**src/rtl/burst_chunker_pkg.sv**
```systemverilog
package burst_chunker_pkg;

  typedef enum logic [2:0] {
    BC_IDLE     = 3'd0,
    BC_STS_REQ  = 3'd1,
    BC_STS_WAIT = 3'd2,
    BC_DAT_REQ  = 3'd3,
    BC_DAT_WAIT = 3'd4
  } bc_state_e;

  localparam int unsigned BC_STS_BYTES = 4;

endpackage

```
**src/rtl/bc_len_sel.sv**
```systemverilog
module bc_len_sel #(
  parameter int unsigned LEN_W     = 16,
  parameter int unsigned BURST_LSB = 8,
  parameter int unsigned BURST_W   = 16,
  parameter int unsigned MAX_CHUNK = 64,
  parameter int unsigned CH_W      = $clog2(MAX_CHUNK + 1)
) (
  input  logic [LEN_W-1:0] remaining,
  input  logic [31:0]      status_word,
  output logic             burst_zero,
  output logic [CH_W-1:0]  chunk_len
);

  localparam int unsigned CW = (LEN_W > BURST_W) ? LEN_W : BURST_W;

  logic [BURST_W-1:0] burst;
  logic [CW-1:0]      rem_w, bur_w, cap_w, min_rb, min_all;

  assign burst      = status_word[BURST_LSB +: BURST_W];
  assign burst_zero = (burst == '0);

  assign rem_w = CW'(remaining);
  assign bur_w = CW'(burst);
  assign cap_w = CW'(MAX_CHUNK);

  assign min_rb    = (rem_w < bur_w) ? rem_w : bur_w;
  assign min_all   = (min_rb < cap_w) ? min_rb : cap_w;
  assign chunk_len = min_all[CH_W-1:0];

endmodule

```
**src/rtl/bc_progress.sv**
```systemverilog
module bc_progress #(
  parameter int unsigned LEN_W = 16,
  parameter int unsigned CH_W  = 7
) (
  input  logic             clk,
  input  logic             rst_n,
  input  logic             clear,
  input  logic             load,
  input  logic [CH_W-1:0]  chunk_in,
  input  logic             advance,
  input  logic [LEN_W-1:0] total,
  output logic [LEN_W-1:0] offset,
  output logic [CH_W-1:0]  chunk,
  output logic [LEN_W-1:0] remaining,
  output logic             last
);

  logic [LEN_W:0] next_sum;

  assign next_sum  = {1'b0, offset} + (LEN_W + 1)'(chunk);
  assign remaining = total - offset;
  assign last      = (next_sum == {1'b0, total});

  always_ff @(posedge clk or negedge rst_n) begin
    if (!rst_n) begin
      offset <= '0;
      chunk  <= '0;
    end else if (clear) begin
      offset <= '0;
      chunk  <= '0;
    end else begin
      if (load)    chunk  <= chunk_in;
      if (advance) offset <= next_sum[LEN_W-1:0];
    end
  end

endmodule

```
**src/rtl/burst_chunker.sv**
```systemverilog
module burst_chunker
  import burst_chunker_pkg::*;
#(
  parameter int unsigned LEN_W     = 16,
  parameter int unsigned ADDR_W    = 24,
  parameter int unsigned MAX_CHUNK = 64,
  parameter int unsigned BURST_LSB = 8,
  parameter int unsigned BURST_W   = 16,
  parameter logic [ADDR_W-1:0] STS_ADDR  = 24'h000018,
  parameter logic [ADDR_W-1:0] FIFO_ADDR = 24'h000024,
  parameter int unsigned CH_W      = $clog2(MAX_CHUNK + 1)
) (
  input  logic              clk,
  input  logic              rst_n,
  input  logic              start,
  input  logic [LEN_W-1:0]  total_len,
  input  logic              dir_rx,
  output logic              busy,
  output logic              done,
  output logic              error,
  output logic              req_valid,
  input  logic              req_ready,
  output logic              req_write,
  output logic [ADDR_W-1:0] req_addr,
  output logic [CH_W-1:0]   req_len,
  output logic [LEN_W-1:0]  req_offset,
  input  logic              rsp_done,
  input  logic              rsp_err,
  input  logic [31:0]       rsp_rdata
);

  bc_state_e        state_q;
  logic [LEN_W-1:0] total_q;
  logic             dir_q;
  logic             done_q, err_q;

  logic             clr_prog, load_chunk, adv_off;
  logic [LEN_W-1:0] offset, remaining;
  logic [CH_W-1:0]  chunk_q, chunk_new;
  logic             last_chunk, burst_zero;

  bc_len_sel #(
    .LEN_W(LEN_W), .BURST_LSB(BURST_LSB), .BURST_W(BURST_W),
    .MAX_CHUNK(MAX_CHUNK), .CH_W(CH_W)
  ) u_len_sel (
    .remaining  (remaining),
    .status_word(rsp_rdata),
    .burst_zero (burst_zero),
    .chunk_len  (chunk_new)
  );

  bc_progress #(.LEN_W(LEN_W), .CH_W(CH_W)) u_progress (
    .clk      (clk),
    .rst_n    (rst_n),
    .clear    (clr_prog),
    .load     (load_chunk),
    .chunk_in (chunk_new),
    .advance  (adv_off),
    .total    (total_q),
    .offset   (offset),
    .chunk    (chunk_q),
    .remaining(remaining),
    .last     (last_chunk)
  );

  assign clr_prog   = (state_q == BC_IDLE) && start;
  assign load_chunk = (state_q == BC_STS_WAIT) && rsp_done && !rsp_err && !burst_zero;
  assign adv_off    = (state_q == BC_DAT_WAIT) && rsp_done && !rsp_err;

  always_ff @(posedge clk or negedge rst_n) begin
    if (!rst_n) begin
      state_q <= BC_IDLE;
      total_q <= '0;
      dir_q   <= 1'b0;
      done_q  <= 1'b0;
      err_q   <= 1'b0;
    end else begin
      done_q <= 1'b0;
      err_q  <= 1'b0;
      unique case (state_q)
        BC_IDLE: begin
          if (start) begin
            total_q <= total_len;
            dir_q   <= dir_rx;
            if (total_len == '0) done_q  <= 1'b1;
            else                 state_q <= BC_STS_REQ;
          end
        end
        BC_STS_REQ: begin
          if (req_ready) state_q <= BC_STS_WAIT;
        end
        BC_STS_WAIT: begin
          if (rsp_done) begin
            if (rsp_err) begin
              err_q   <= 1'b1;
              state_q <= BC_IDLE;
            end else if (burst_zero) begin
              state_q <= BC_STS_REQ;
            end else begin
              state_q <= BC_DAT_REQ;
            end
          end
        end
        BC_DAT_REQ: begin
          if (req_ready) state_q <= BC_DAT_WAIT;
        end
        BC_DAT_WAIT: begin
          if (rsp_done) begin
            if (rsp_err) begin
              err_q   <= 1'b1;
              state_q <= BC_IDLE;
            end else if (last_chunk) begin
              done_q  <= 1'b1;
              state_q <= BC_IDLE;
            end else begin
              state_q <= BC_STS_REQ;
            end
          end
        end
        default: state_q <= BC_IDLE;
      endcase
    end
  end

  assign busy       = (state_q != BC_IDLE);
  assign done       = done_q;
  assign error      = err_q;
  assign req_valid  = (state_q == BC_STS_REQ) || (state_q == BC_DAT_REQ);
  assign req_write  = (state_q == BC_DAT_REQ) && !dir_q;
  assign req_addr   = (state_q == BC_DAT_REQ) ? FIFO_ADDR : STS_ADDR;
  assign req_len    = (state_q == BC_DAT_REQ) ? chunk_q : CH_W'(BC_STS_BYTES);
  assign req_offset = offset;

endmodule

```
**config.mk**
```make
export PLATFORM = sky130hd
export DESIGN_NAME = burst_chunker
export DESIGN_NICKNAME = d
export VERILOG_FILES = /design/src/rtl/burst_chunker_pkg.sv /design/src/rtl/bc_len_sel.sv /design/src/rtl/bc_progress.sv /design/src/rtl/burst_chunker.sv
export SDC_FILE = /design/constraint.sdc
export NUM_CORES = 1
export LEC_CHECK = 0
export BUFFER_PORTS_ARGS = -buffer_cell sky130_fd_sc_hd__buf_2
export CELL_PAD_IN_SITES_DETAIL_PLACEMENT = 0
export CELL_PAD_IN_SITES_GLOBAL_PLACEMENT = 2
export CORE_MARGIN = 2
export CORE_UTILIZATION = 33
export CTS_CLUSTER_DIAMETER = 80
export DETAILED_ROUTE_END_ITERATION = 10
export PLACE_DENSITY_LB_ADDON = 0.1
export SLEW_MARGIN = 20
export SYNTH_ARGS = -nofsm -noshare
export SYNTH_HDL_FRONTEND = slang
export SYNTH_SLANG_ARGS = --single-unit
```
**constraint.sdc**
```tcl
create_clock -name clk -period 9.4 [get_ports clk]
set_input_delay 0.47 -clock clk [delete_from_list [all_inputs] [get_ports clk]]
set_output_delay 0.47 -clock clk [all_outputs]
set_load 0.01 [all_outputs]
```
# == Yosys cells after proc, flatten, opt, wreduce, memory -nomap -nowiden ==
# Cells that the tools add are included.
# op_classes
mux,28
n_reduce_logical,20
eq_ne,11
magnitude_cmp,2
n_addsub,2
# op_table
operator,count
16-bit two-way mux,3
16-bit logical NOT,2
7-bit two-way mux,4
3-bit two-way mux,6
16-bit by 7-bit adder with 17-bit output,1
17-bit by 16-bit == test with 1-bit output,1
16-bit less-than comparator,1
16-bit by 7-bit less-than comparator with 1-bit output (second input constant),1
16-bit subtractor,1
3-bit case mux with 5 select lines,1
2-bit inequality test (second input constant),6
1-bit two-way mux,10
1-bit logical AND,7
3-bit by 2-bit == test with 1-bit output (second input constant),2
6-bit two-way mux,1
6-bit AND reduction,1
2-bit two-way mux,2
2-bit nonzero test,2
3-bit by 1-bit == test with 1-bit output (second input constant),1
3-bit == test (second input constant),1
1-bit logical NOT,3
3-bit logical NOT,1
3-bit nonzero test,1
1-bit case mux with 2 select lines,1
3 further kinds,3
# totals
in_bits,55
output_inout_bits,52
ff_bits,45

# == Depth between registers and ports, before layout ==
# depth
depth_word,7
depth_mapped,18
ltp_nobuf,17

# == Cells and area by module ==
# Synthesis repeated with hierarchy kept, for this count alone.
# hier_totals
cells_unflattened,483
hier_area_um2,4349.2
# by_module_without_submodules
module,seq_area_each_um2,area_per_inst_um2,n_inst,cells_per_inst
bc_progress,575.6,2508.7,1,298
burst_chunker,550.5,1231.2,1,108
bc_len_sel,0.0,609.3,1,77

# == Least setup slack after synthesis ==
# No wires, ideal clock.
# synth_path
kind,register to register
from,register u_progress.offset[7]
to,register u_progress.chunk[6]
path_buffers,2
required_ns,9.263
setup_time_ns,0.137
period_less_slack_ns,4.139
stages_incl_launch_ff,19
setup_slack_ns,5.261
arrival_ns,4.002
cell_sequence,dfrtp_1 -> clkbuf_1 -> inv_1 -> ha_1 -> a21oi_2 -> nand2b_4 -> o2111a_1 -> nor2_1 -> or4b_1 -> o211a_2 -> inv_1 -> ha_1 -> o21ai_0 -> a21oi_1 -> a221o_1 -> buf_1 -> nor4_4 -> a41oi_4 -> a21boi_1
# synth_between
elab_chain_cells,7
# synth_lines
item,line,source
"start, declared",bc_progress.sv:12,"output logic [LEN_W-1:0] offset,"
"start signal, assigned",bc_progress.sv:33,if (advance) offset <= next_sum[LEN_W-1:0];
16-bit subtractor (*),bc_progress.sv:21,assign remaining = total - offset;
16-bit less-than comparator,bc_len_sel.sv:26,assign min_rb = (rem_w < bur_w) ? rem_w : bur_w;
16-bit two-way mux (*),bc_len_sel.sv:26,
16-bit by 7-bit less-than comparator with 1-bit output,bc_len_sel.sv:27,assign min_all = (min_rb < cap_w) ? min_rb : cap_w;
7-bit two-way mux (*),bc_len_sel.sv:27,
7-bit two-way mux (*),bc_progress.sv:32,if (load) chunk <= chunk_in;
7-bit two-way mux (*),bc_progress.sv:28,end else if (clear) begin
"end signal, assigned",bc_progress.sv:32,
"end, declared",bc_progress.sv:13,"output logic [CH_W-1:0] chunk,"
# Mark *: on every way between the ends. The rest lies on a longest branch, timed or not. The select of a mux whose other input is x is not followed.
# A chain may end at the register's enable or synchronous reset.

# == Worst setup path in the final report ==
# layout_path
from,register u_progress.offset[0]
to,register u_progress.chunk[6]
# Same word-level chain as after synthesis.

==> impl_metrics.tcl <==
set metrics [dict create \
    hold_viol_final 0 \
    yosys_register_bits 45 \
    design_area_mm2 0.00491 \
    met3_usage_pct 2.41 \
    status "finished, final reports clean" \
    diodes 0 \
    crit_type "reg2reg" \
    p_leak_nw 2.39 \
    num-fill-cells 1394 \
    finalMaxSlewViolations 0 \
    post-place-ws_ps 4960 \
    vias 3958 \
    grt_pass1_vias 3799 \
    ant_nets 0 \
    cp_max_fo 10 \
    ir_drop_mv 0.137 \
    first_pass_iters 6 \
    syn_area_mm2 0.00434 \
    final.setup.tns_ps 0 \
    syn_inst 558 \
    clock_skew_ps 6.01 \
    die_h_um 119 \
    cts_buffers 5 \
    port_buffers 70 \
    post-route-period-util_pct 46.5 \
    cts.htree.levels 2 \
    cts-root-buf "clkbuf_16" \
    dieArea_mm2 0.0141 \
    grt_use_total_pct 17.8 \
    postSynthAreaPerCell_um2 7.78 \
    clock-sinks 45 \
    timing.final.ws_setup_ps 5030 \
    max_cap_violations 0 \
    global_route.usage.met2_pct 28.8 \
    drive_gt1_share_pct 14.5 \
    grt_util_met1_pct 25.1 \
    routedWlPerCell_um 15.8 \
    nets 706 \
    setup_violations 0 \
    reg2reg_depth 16 \
    cts_resized 0 \
    drt_iter0_drc 225 \
    max_slew_margin_pct 41.4 \
    area_growth_pct 13.2 \
    gp_congestion 0.794 \
    min_path_type "in2async" \
    grt_antenna_before_repair 0 \
    grt_most_used_layer "met2" \
    power.total_mw 1.42 \
    r2r_setup_slack_ps 5030 \
    yosysWarnings 0 \
    rows 41 \
    grt_max_degree 46 \
    cp_data_arrival_time_ps 4530 \
    r2r_end "u_progress.chunk[6]" \
    setup.worst_path.start_class "flop" \
    cp-end-kind "flop" \
    globalRouteOverflowTotal 0 \
    path_clk_slew_ps 70 \
    vias_per_cell 5.04 \
    die_w_um 119 \
    synthFlopType "dfrtp_1" \
    grt_pass1_wl_mm 20.0 \
    postSynth.asyncResetShare_pct 100 \
    clock_latency_ps 300 \
    ios 107 \
    cts_buffer_depth 2 \
    remaining_drc_errors 0 \
    rsz0062_at_grt "false" \
    post-dp-hpwl_mm 9.94 \
    max_freq_mhz 229 \
    reg2reg_from "u_progress.offset[0]" \
    fin_crit_ps 4370 \
    cts_tree "built" \
    start_util_pct 34.1 \
    synth_cell_type_count 71 \
    seq_area_frac_synth_pct 26.0 \
    worst_pin_slew_ps 876 \
    cts_hold_buf 0 \
    place_area_mm2 0.00474 \
    wirelength_mm 12.4 \
    core_mm2 0.0127 \
    cts_setup_buffers 0 \
    synth_edf_count 0 \
    critPathRequiredTime_ps 9560 \
    powerDensity_mw_per_mm2 290 \
]
## logic make-up (layout without fill, tap and decap cells)
logic type / after synthesis / count (layout) / share of synthesized area (%)
AO/OA/AOI/OAI: 139 / 139 / 21.1
XOR/XNOR: 31 / 31 / 6.75
adder cells (fa/ha/maj): 39 / 39 / 11.6
buffers and inverters: 92 / 128 / 9.89
flip-flops: 45 / 45 / 26.0
multiplexers: 6 / 6 / 1.38
other: 1 / 20 / 0.0864
AND/OR/NAND/NOR: 205 / 205 / 23.3
## per-stage QoR
| stage | cells | hold slack, ps | utilization [%] |
|---|---|---|---|
| floorplan | 577 | 174 | - |
| global placement | 777 | 470 | 37.2 |
| detailed placement | 777 | 479 | 37.3 |
| CTS | 785 | 297 | 38.6 |
| global route | 785 | 328 | 38.6 |
| finish | 785 | 266 | 38.6 |
## worst max-delay path: stages, from the launching register on
cell and delay (ps):
dfrtp_1 420, ha_1 240, fa_1 400, nand2b_1 190
a21oi_1 340, o2111a_1 290, nor2_1 70, or4b_1 150
o211a_2 210, inv_1 50, ha_1 200, nor4_1 250
o21ai_0 130, a221o_1 510, nor4_4 370, a41oi_4 220
a21boi_1 180
## worst max-delay path by stage
stage	slack (ps)	to	from
CTS	4950	u_progress.chunk[6]	u_progress.offset[4]
global placement	4960	u_progress.chunk[6]	u_progress.offset[4]
floorplan	5260	u_progress.chunk[6]	u_progress.offset[7]
global route	4480	u_progress.chunk[6]	u_progress.offset[10]
finish	5030	u_progress.chunk[6]	u_progress.offset[0]
detailed placement	4960	u_progress.chunk[6]	u_progress.offset[0]
## registers in the layout (all words and copies together) (netlist names)
name / flops
dir_q: 1
total_q: 16
u_progress.offset: 16
done: 1
error: 1
u_progress.chunk: 7
state_q: 3
## synth_stat cells (all sizes together) (14+ instances only)
| cell type | number | share of area (%) |
|---|---|---|
| xnor2 | 16 | 3.2 |
| nor4 | 14 | 2.4 |
| clkbuf | 17 | 1.5 |
| inv | 49 | 4.2 |
| a21oi | 34 | 4.0 |
| xor2 | 14 | 3.0 |
| dfrtp | 45 | 26 |
| o21ai | 45 | 5.2 |
| ha | 37 | 11 |
| nand2 | 84 | 7.3 |
| buf | 26 | 4.2 |
| nor2 | 32 | 2.8 |
## cell usage in the layout (no fill, tap or decap), types with 6 or more instances in the layout
| cell | Yosys | final |
|---|---|---|
| nor3_1 | 12 | 12 |
| xor2_1 | 13 | 13 |
| mux2i_1 | 6 | 6 |
| nand2_1 | 84 | 84 |
| dfrtp_1 | 45 | 45 |
| o21ai_1 | 14 | 14 |
| inv_1 | 48 | 48 |
| o21ai_0 | 31 | 31 |
| and3_1 | 8 | 8 |
| nand3_1 | 11 | 11 |
| nand2b_1 | 9 | 9 |
| nand4_1 | 6 | 6 |
| buf_2 | 1 | 70 |
| a21o_1 | 6 | 6 |
| a21oi_1 | 33 | 33 |
| a211oi_1 | 9 | 9 |
| nor4_1 | 13 | 13 |
| conb_1 | 1 | 20 |
| nor2_1 | 32 | 31 |
| or3_1 | 6 | 6 |
| and2_1 | 6 | 6 |
| ha_1 | 37 | 37 |
| xnor2_1 | 16 | 16 |
## power by group
group	total (mW)	switching (mW)	internal, mW
clock	0.212	0.0785	0.133
sequential	0.310	0.0739	0.237
combinational	0.902	0.525	0.376
total	1.42	0.678	0.746
## layout make-up
type | instances | area (µm²) | share of cell area, %
Sequential cell | 45 | 1130 | 22.9
Inverter | 49 | 184 | 3.74
Timing Repair Buffer | 71 | 358 | 7.28
Clock buffer | 7 | 143 | 2.90
Multi-Input combinational cell | 440 | 2860 | 58.2
Clock inverter | 1 | 30.0 | 0.611
Tap cell | 172 | 215 | 4.38
## routing by layer
metal,routed length (µm),up-vias
met1,6150,1844
met5,0,-
li1,-,2024
met2,5650,78
met3,482,12
met4,148,0
Power figures use the tool's default switching activity.
